$ cat src/rtl/spim_pkg.sv
package spim_pkg;

  localparam int SYS_DIV = 6;

  typedef enum logic [2:0] {
    ST_IDLE,
    ST_LEAD,
    ST_HIGH,
    ST_LOW,
    ST_TAIL
  } spimState_t;

  // strobes from control to datapath, all valid for a single cycle
  typedef struct packed {
    logic load;      // capture txWord, clear receive shifter
    logic shiftTx;   // present next transmit bit
    logic sampleRx;  // shift sdi into receive shifter
    logic finish;    // publish received word
  } spimStrobe_t;

endpackage

$ cat src/rtl/spim_ctrl.sv
module spim_ctrl #(
  parameter int WORD_W = 8,
  parameter int DIV_W  = 8
) (
  input  logic                  clk,
  input  logic                  rstN,
  input  logic                  startReq,
  input  logic                  srcSel,
  input  logic                  extTick,
  input  logic [DIV_W-1:0]      divisor,
  output spim_pkg::spimStrobe_t stb,
  output logic                  sclk,
  output logic                  ssN,
  output logic                  sdoOe,
  output logic                  busy
);
  import spim_pkg::*;

  localparam int CNT_W = DIV_W + 1;
  localparam int BIT_W = $clog2(WORD_W + 1);
  localparam int SD_W  = $clog2(SYS_DIV);

  spimState_t       state, stateN;
  logic [DIV_W-1:0] gdvQ;
  logic             srcQ;
  logic [SD_W-1:0]  divCnt;
  logic [CNT_W-1:0] phCnt, phCntN, phNext;
  logic [BIT_W-1:0] bitCnt, bitCntN;
  logic             sclkN, ssNN, oeN;
  logic             tick, lowZero;
  logic [CNT_W-1:0] periodLen, highLen, lowLen;

  // tick source: fixed divide-by-six restarted per transfer, or external enable
  assign tick = srcQ ? (divCnt == SD_W'(SYS_DIV - 1)) : extTick;

  // phase lengths in ticks
  assign periodLen = CNT_W'(gdvQ) + CNT_W'(1);
  assign highLen   = gdvQ[0] ? (periodLen >> 1) : (CNT_W'(gdvQ >> 1) + CNT_W'(1));
  assign lowLen    = periodLen - highLen;
  assign lowZero   = (lowLen == '0);
  assign phNext    = phCnt + CNT_W'(1);

  always_comb begin
    stb     = '0;
    stateN  = state;
    phCntN  = tick ? phNext : phCnt;
    bitCntN = bitCnt;
    sclkN   = sclk;
    ssNN    = ssN;
    oeN     = sdoOe;
    unique case (state)
      ST_IDLE: begin
        phCntN = '0;
        if (startReq) begin
          stb.load = 1'b1;
          stateN   = ST_LEAD;
          bitCntN  = '0;
          ssNN     = 1'b0;
          oeN      = 1'b1;
        end
      end
      ST_LEAD: begin
        if (tick && phNext == periodLen) begin
          phCntN = '0;
          if (lowZero) begin
            stateN = ST_LOW;
          end else begin
            stateN = ST_HIGH;
            sclkN  = 1'b1;
          end
        end
      end
      ST_HIGH: begin
        if (tick && phNext == highLen) begin
          phCntN       = '0;
          sclkN        = 1'b0;
          stb.sampleRx = 1'b1;
          bitCntN      = bitCnt + BIT_W'(1);
          stateN       = (bitCnt == BIT_W'(WORD_W - 1)) ? ST_TAIL : ST_LOW;
        end
      end
      ST_LOW: begin
        if (lowZero || (tick && phNext == lowLen)) begin
          phCntN      = '0;
          sclkN       = 1'b1;
          stateN      = ST_HIGH;
          stb.shiftTx = (bitCnt != '0);
        end
      end
      ST_TAIL: begin
        if (lowZero || (tick && phNext == lowLen)) begin
          phCntN     = '0;
          ssNN       = 1'b1;
          oeN        = 1'b0;
          stb.finish = 1'b1;
          stateN     = ST_IDLE;
        end
      end
      default: stateN = ST_IDLE;
    endcase
  end

  always_ff @(posedge clk or negedge rstN) begin
    if (!rstN) begin
      state  <= ST_IDLE;
      gdvQ   <= '0;
      srcQ   <= 1'b1;
      divCnt <= '0;
      phCnt  <= '0;
      bitCnt <= '0;
      sclk   <= 1'b0;
      ssN    <= 1'b1;
      sdoOe  <= 1'b0;
    end else begin
      state  <= stateN;
      phCnt  <= phCntN;
      bitCnt <= bitCntN;
      sclk   <= sclkN;
      ssN    <= ssNN;
      sdoOe  <= oeN;
      if (state == ST_IDLE && startReq) begin
        gdvQ <= divisor;
        srcQ <= srcSel;
      end
      if (state == ST_IDLE || divCnt == SD_W'(SYS_DIV - 1)) divCnt <= '0;
      else                                                 divCnt <= divCnt + SD_W'(1);
    end
  end

  assign busy = (state != ST_IDLE);

endmodule

$ cat src/rtl/spim_dpath.sv
module spim_dpath #(
  parameter int WORD_W = 8
) (
  input  logic                  clk,
  input  logic                  rstN,
  input  spim_pkg::spimStrobe_t stb,
  input  logic [WORD_W-1:0]     txWord,
  input  logic                  sdi,
  output logic                  sdo,
  output logic [WORD_W-1:0]     rxWord,
  output logic                  rxDone
);

  logic [WORD_W-1:0] txShift, rxShift;

  always_ff @(posedge clk or negedge rstN) begin
    if (!rstN) begin
      txShift <= '0;
      rxShift <= '0;
      rxWord  <= '0;
      rxDone  <= 1'b0;
    end else begin
      if (stb.load)         txShift <= txWord;
      else if (stb.shiftTx) txShift <= {txShift[WORD_W-2:0], 1'b0};

      if (stb.load)          rxShift <= '0;
      else if (stb.sampleRx) rxShift <= {rxShift[WORD_W-2:0], sdi};

      if (stb.finish) rxWord <= rxShift;
      rxDone <= stb.finish;
    end
  end

  assign sdo = txShift[WORD_W-1];

endmodule

$ cat src/rtl/spim_master.sv
module spim_master #(
  parameter int WORD_W = 8,
  parameter int DIV_W  = 8
) (
  input  logic              clk,
  input  logic              rstN,
  input  logic              startReq,
  input  logic [WORD_W-1:0] txWord,
  input  logic [DIV_W-1:0]  divisor,
  input  logic              srcSel,
  input  logic              extTick,
  input  logic              sdi,
  output logic              sclk,
  output logic              ssN,
  output logic              sdo,
  output logic              sdoOe,
  output logic [WORD_W-1:0] rxWord,
  output logic              rxDone,
  output logic              busy
);

  spim_pkg::spimStrobe_t stb;

  spim_ctrl #(.WORD_W(WORD_W), .DIV_W(DIV_W)) u_ctrl (
    .clk(clk), .rstN(rstN), .startReq(startReq), .srcSel(srcSel),
    .extTick(extTick), .divisor(divisor), .stb(stb), .sclk(sclk),
    .ssN(ssN), .sdoOe(sdoOe), .busy(busy)
  );

  spim_dpath #(.WORD_W(WORD_W)) u_dpath (
    .clk(clk), .rstN(rstN), .stb(stb), .txWord(txWord), .sdi(sdi),
    .sdo(sdo), .rxWord(rxWord), .rxDone(rxDone)
  );

endmodule

$ cat config.mk
export PLATFORM = sky130hd
export DESIGN_NAME = spim_master
export DESIGN_NICKNAME = d
export VERILOG_FILES = /design/src/rtl/spim_pkg.sv /design/src/rtl/spim_ctrl.sv /design/src/rtl/spim_dpath.sv /design/src/rtl/spim_master.sv
export SDC_FILE = /design/constraint.sdc
export NUM_CORES = 1
export LEC_CHECK = 0
export BUFFER_PORTS_ARGS = -buffer_cell sky130_fd_sc_hd__buf_4
export CORE_MARGIN = 3
export CORE_UTILIZATION = 50
export DETAILED_ROUTE_END_ITERATION = 8
export GPL_TIMING_DRIVEN = 0
export PLACE_DENSITY_LB_ADDON = 0.15
export SLEW_MARGIN = 0
export SYNTH_ARGS = -nofsm -noshare
export SYNTH_HDL_FRONTEND = slang
export SYNTH_SLANG_ARGS = --single-unit
$ cat constraint.sdc
create_clock -name clk -period 4.87 [get_ports clk]
set_clock_uncertainty 0.1 [all_clocks]
set_input_delay 0.487 -clock clk [delete_from_list [all_inputs] [get_ports clk]]
set_output_delay 0.487 -clock clk [all_outputs]
set_load 0.005 [all_outputs]
Word level (Yosys, flattened, before mapping)
Cells that the tools add are included.
- bits of input ports: 22
- bits in registers: 56
- memories: 0
- bits in read-only memories: 0
- memory bits (writable): 0
- bits in latches: 0
- logic and storage cells: 95
- equal/unequal tests: 15
- $lt $le $gt $ge: 0
- $mul: 0
- bitwise gates (word level): 0
- mux-type cells: 41
- shift-type cells: 0
- div/mod/pow operators: 0
- reductions and logical operators: 20
- add/subtract/negate cells: 6
- operators with widths (cell ; number):
    $mux W9 ; 5
    $pmux W9 S4 ; 1
    $mux W8 ; 4
    $eq A9 B9 Y1 ; 3
    $mux W3 ; 7
    $mux W1 ; 17
    $pmux W3 S5 ; 1
    $reduce_and A5 Y1 ; 2
    $add A8 B1 Y9 const B ; 1
    $add A9 B1 Y9 const B ; 1
    $logic_not A9 Y1 ; 1
    $sub A9 B9 Y9 ; 1
    $add A7 B1 Y8 const B ; 1
    $mux W4 ; 2
    $ne A2 B1 Y1 const B ; 4
    $pmux W4 S2 ; 1
    $reduce_bool A2 Y1 ; 4
    $eq A3 B2 Y1 const B ; 2
    $eq A3 B3 Y1 const B ; 2
    $reduce_and A3 Y1 ; 2
    $reduce_bool A3 Y1 ; 2
    $add A4 B1 Y4 const B ; 1
    $eq A4 B3 Y1 const B ; 1
    $logic_and A1 B1 Y1 ; 4
    other kinds (9) ; 12

Logic depth before layout (Yosys ltp)
- depth in word-level cells: 10
- depth in mapped cells: 16
- depth with buffers taken out: 15

By module
A second synthesis with hierarchy kept.
- cells, all modules: 459
- area, all modules: 4152.7 µm²
- modules (own cells, without submodules) (module ; sequential area each (µm²) ; cells each ; instances ; area each (µm²)):
    spim_ctrl ; 778.2 ; 381 ; 1 ; 3090.5
    spim_dpath ; 625.6 ; 78 ; 1 ; 1062.3

Least setup slack after synthesis
OpenSTA, ideal clock, no wires.
- path kind: reg2reg
- start: register u_ctrl.gdvQ[1]
- end: register u_dpath.txShift[5]
- stages on the path, launching flop included: 17
- required time: 4.638 ns
- setup time: 0.132 ns
- path buffers: 1
- arrival time: 3.877 ns
- path slack: 0.761 ns
- cell sequence: dfrtp_1 ha_1 mux2i_2 nor3_1 xnor2_1 ha_1 o21a_1 nor2_1 xnor2_1 a211oi_2 or3_1 a2111oi_4 a32oi_2 a2111o_1 buf_6 mux2i_1 o21ai_1
- longest elaborated chain between the ends: 9
- RTL lines (what ; line ; source):
    start, declared ; spim_ctrl.sv:24 ; logic [DIV_W-1:0] gdvQ;
    start signal, assigned ; spim_ctrl.sv:122 ; gdvQ <= divisor;
    $add A8 B1 Y9 / $add A7 B1 Y8 (equally long branches) ; spim_ctrl.sv:37, spim_ctrl.sv:38 ;
    $mux W9 ; spim_ctrl.sv:38 ; assign highLen = gdvQ[0] ? (periodLen >> 1) : (CNT_W'(gdvQ >> 1) + CNT_W'(1));
    $sub A9 B9 Y9 * ; spim_ctrl.sv:39 ; assign lowLen = periodLen - highLen;
    $eq A9 B9 Y1 ; spim_ctrl.sv:83 ; if (lowZero || (tick && phNext == lowLen)) begin
    $logic_and A1 B1 Y1 ; spim_ctrl.sv:83 ;
    $logic_or A1 B1 Y1 * ; spim_ctrl.sv:83 ;
    $mux W1 * ; spim_ctrl.sv:83 ;
    $mux W1 * ; spim_ctrl.sv:51 ; unique case (state)
    $reduce_bool A2 Y1 (no line) * ; n/a ;
    end signal, assigned ; spim_dpath.sv:23 ; if (stb.load) txShift <= txWord;
    end signal, assigned ; spim_dpath.sv:24 ; else if (stb.shiftTx) txShift <= {txShift[WORD_W-2:0], 1'b0};
    end, declared ; spim_dpath.sv:14 ; logic [WORD_W-1:0] txShift, rxShift;
Every way passes the cells marked *; elsewhere a longest branch is shown, timed or not.
A chain may end at the register's enable or synchronous reset.

Worst setup path in the final report
- start: register u_ctrl.gdvQ[1]
- end: register u_dpath.txShift[3]
The elaborated chain is that of the path after synthesis.

==> qor.txt <==
1st-pass router iterations -> 5
Maximum VDD drop -> 0.2801 mV
Post-CTS Setup Inserts -> 0
FF-to-FF path depth -> 16
Share of layout cells above drive strength 1 -> 0.1921
Final std cells w/o fill -> 586
Layout Utilization -> 0.5832
Total gr overflow -> 0
Initial Utilization -> 0.5178
Synth Warn # -> 0
Gpl congestion -> 0.9323
Comb pwr share -> 0.709
Reg-to-Reg End -> u_dpath.txShift[3]$_DFFE_PN0P_
Vias per cell -> 5.638
Internal power -> 1630 µW
CP Data Required Time -> 4.95 ns
Place WS -> 0.1829 ns
Row count -> 32
Synth cell count leaders -> nand2_1 (60), dfrtp_1 (54), nor2_1 (48), xnor2_1 (35), xor2_1 (20)
Post-synth ARST share -> 1.000
H-tree Lvls -> 2
Crit Path Max Fanout -> 8
Fin crit period -> 4.501 ns
Clk pin slew, worst setup/hold paths -> 0.11 ns
Mux contribution to synthesized area -> 0.07861
CTS Buf Count -> 5
Fin Setup TNS -> 0 ns
Post-Synth Simple-Gate Area -> 0.1835
Setup ws final -> 0.3688 ns
R2R Setup Slk -> 0.37 ns
Max_slew headroom -> 0.5315
CTS hold repair buffers -> 0
Clock Sinks -> 56
Pwr per Cell Area -> 695.8 nW/µm²
Reg2reg start -> u_ctrl.gdvQ[1]$_DFFE_PN0P_
Post-synth EDFFs -> 0
Startpoint types -> register
Die Width -> 95.92 µm
Post-DP HPWL -> 6.846 mm
CTS tree -> built
Most frequent cell after synthesis -> nand2_1
Max Root-Sink Buffers -> 2
Synth Area in Compound Gates -> 0.1513
Fmax -> 222.2 MHz
CTS resizes -> 0
Nets -> 521
Period utilization -> 0.9243
Area Overhead vs Synth -> 12.63%
Mapped Cells -> 441
Switching pwr -> 1539 µW
Die ar. -> 9201 µm²
Syn Nets -> 479
Wire length per cell -> 15.25 µm
Root Buffer -> clkbuf_8
Fin. Hold Viols -> 0
Initial antenna violation count -> 0
IO buf count -> 35
Number of global-route vias before repair -> 3,271
Post-synthesis adder-cell area fraction -> 0.05385
Clock latency at the later pin of the worst-skew pair -> 0.31 ns
Largest net degree at the start of global routing -> 57
Share of the synthesized area in the top cell type -> 0.3343
Antenna-violating nets left -> 0
Max_cap viols -> 0
Clock power frac -> 0.082
Routed Wire Length -> 8.939 mm
Setup CP Type -> reg2reg
Die H -> 95.92 µm
Sequential power share -> 0.209
Synthesized flop and latch total -> 56
Fillers -> 729
# setup viols final -> 0
DRC Markers -> 0
Net Sw Frac -> 0.4856
Sequential share of the synthesized area -> 0.3473
Ant. Diodes -> 0
Syn avg cell area -> 9.167 µm²
Core area -> 7807 µm²
Critical Path AT -> 4.58 ns
Drt initial violations -> 247
First-pass GRT wire length -> 15.33 mm
Routed wl met3 -> 379 µm
Post-synthesis instance area -> 4043 µm²
Leak -> 0.002005 µW
Post-Route M1 WL -> 4.207 mm
Setup crit end kind -> register
Max-slew violations -> 0
Worst-Margin Slew -> 0.7028 ns
Met2 WL -> 4.230 mm
GRT Total Usage -> 0.2087
Routed via count -> 3,304
IO Count -> 36
Ranking of synthesized cells by area -> dfrtp_1 (33%), xnor2_1 (7.6%), nand2_1 (5.6%), ha_1 (4.6%), mux2i_1 (4.5%)
RSZ-0062 raised after global routing -> false
Combinational family with the most area after synthesis -> simple AND/OR/NAND/NOR gates
Hold Path Class -> in2async
Unique masters post-synth -> 72
Most used DFF post-synth -> dfrtp_1
Top routing layer in use -> met4
Cells after DPL -> 578
Status -> finished, final reports clean
Largest area contributor in the netlist -> dfrtp_1
Xor/xnor share of the synthesized area -> 0.1368
==> cell families after synthesis <==
logic type / Yosys count
AO/OA/AOI/OAI: 80
multiplexers: 30
buffers and inverters: 36
AND/OR/NAND/NOR: 163
XOR/XNOR: 59
flip-flops: 56
adder cells (fa/ha/maj): 17
==> how the worst max path moves through the flow <==
stage,slack (ns),start,to
6_report,0.37,u_ctrl.gdvQ[1]$_DFFE_PN0P_,u_dpath.txShift[3]$_DFFE_PN0P_
5_1_grt,0.03,u_ctrl.gdvQ[1]$_DFFE_PN0P_,u_dpath.txShift[4]$_DFFE_PN0P_
4_1_cts,0.15,u_ctrl.gdvQ[1]$_DFFE_PN0P_,u_dpath.txShift[4]$_DFFE_PN0P_
3_5_place_dp,0.18,u_ctrl.gdvQ[1]$_DFFE_PN0P_,u_dpath.txShift[4]$_DFFE_PN0P_
3_3_place_gp,0.23,u_ctrl.gdvQ[1]$_DFFE_PN0P_,u_dpath.txShift[3]$_DFFE_PN0P_
2_1_floorplan,0.76,u_ctrl.gdvQ[1]$_DFFE_PN0P_,u_dpath.txShift[5]$_DFFE_PN0P_
==> worst max-delay path: stages (launching register included) <==
cell and delay [ns]:
dfrtp_1 0.48, ha_2 0.30, mux2i_4 0.13, nor3_2 0.31, xnor2_2 0.18, ha_2 0.36
o21a_1 0.13, nor2_1 0.11, xnor2_1 0.15, a211oi_2 0.09, or3_1 0.42, a2111oi_4 0.43
a32oi_2 0.26, a2111o_1 0.50, buf_6 0.17, mux2i_1 0.17, o21ai_1 0.07
==> sequential cells by signal, summed over array words and instances (netlist names) <==
| signal | flops |
|---|---|
| u_ctrl.bitCnt | 4 |
| u_ctrl.divCnt | 3 |
| u_ctrl.gdvQ | 8 |
| u_ctrl.phCnt | 9 |
| u_ctrl.sclk | 1 |
| u_ctrl.sdoOe | 1 |
| u_ctrl.srcQ | 1 |
| u_ctrl.ssN | 1 |
| u_ctrl.state | 3 |
| u_dpath.rxDone | 1 |
| u_dpath.rxShift | 8 |
| u_dpath.rxWord | 8 |
| u_dpath.txShift | 8 |
==> per-layer routing <==
metal  track usage  vias to the layer above
li1              -                     1625
met1        0.2862                     1591
met2        0.3451                       80
met3       0.02658                        8
met4       0.06161                        0
met5             0                        -
==> power by group through the flow <==
stage | logic (µW) | clock network [µW] | registers (µW)
after global routing | 2470 | 288 | 681
after CTS | 2210 | 268 | 660
final | 2250 | 259 | 663
after detailed placement | 2190 | 0 | 669
after global placement | 2140 | 0 | 663
after floorplan | 1770 | 0 | 647
==> cell type report <==
cell class | instances | area, µm² | area share
Inverter | 18 | 67.56 | 0.01484
Multi-Input combinational cell | 349 | 2471 | 0.5427
Buffer | 18 | 128.9 | 0.02830
Clock inverter | 3 | 22.52 | 0.004946
Tap cell | 102 | 127.6 | 0.02803
Sequential cell | 56 | 1404 | 0.3083
Timing Repair Buffer | 35 | 262.8 | 0.05771
Clock buffer | 5 | 68.82 | 0.01511
==> cell usage in the layout, fill, tap and decap left out, types with 6 or more instances in the layout <==
cell,count
clkbuf_8,9
xnor2_1,34
nor2_1,48
nand2_1,60
nand3_1,16
buf_4,36
mux2i_1,18
o21ai_1,9
o21ai_0,10
ha_1,12
inv_1,18
clkbuf_1,6
mux2_2,11
a21oi_1,9
dfrtp_1,54
nor3_1,8
xor2_1,20
==> through the flow <==
step | area (µm²) | hold WS, ns | power (µW)
CTS | 4524 | 0.1441 | 3134
floorplan | 4043 | 0.09141 | 2422
global placement | 4433 | 0.3477 | 2804
detailed placement | 4433 | 0.3616 | 2862
global route | 4553 | 0.1626 | 3434
finish | 4553 | 0.1114 | 3168
Note: power is estimated with default switching activity, not from simulation.
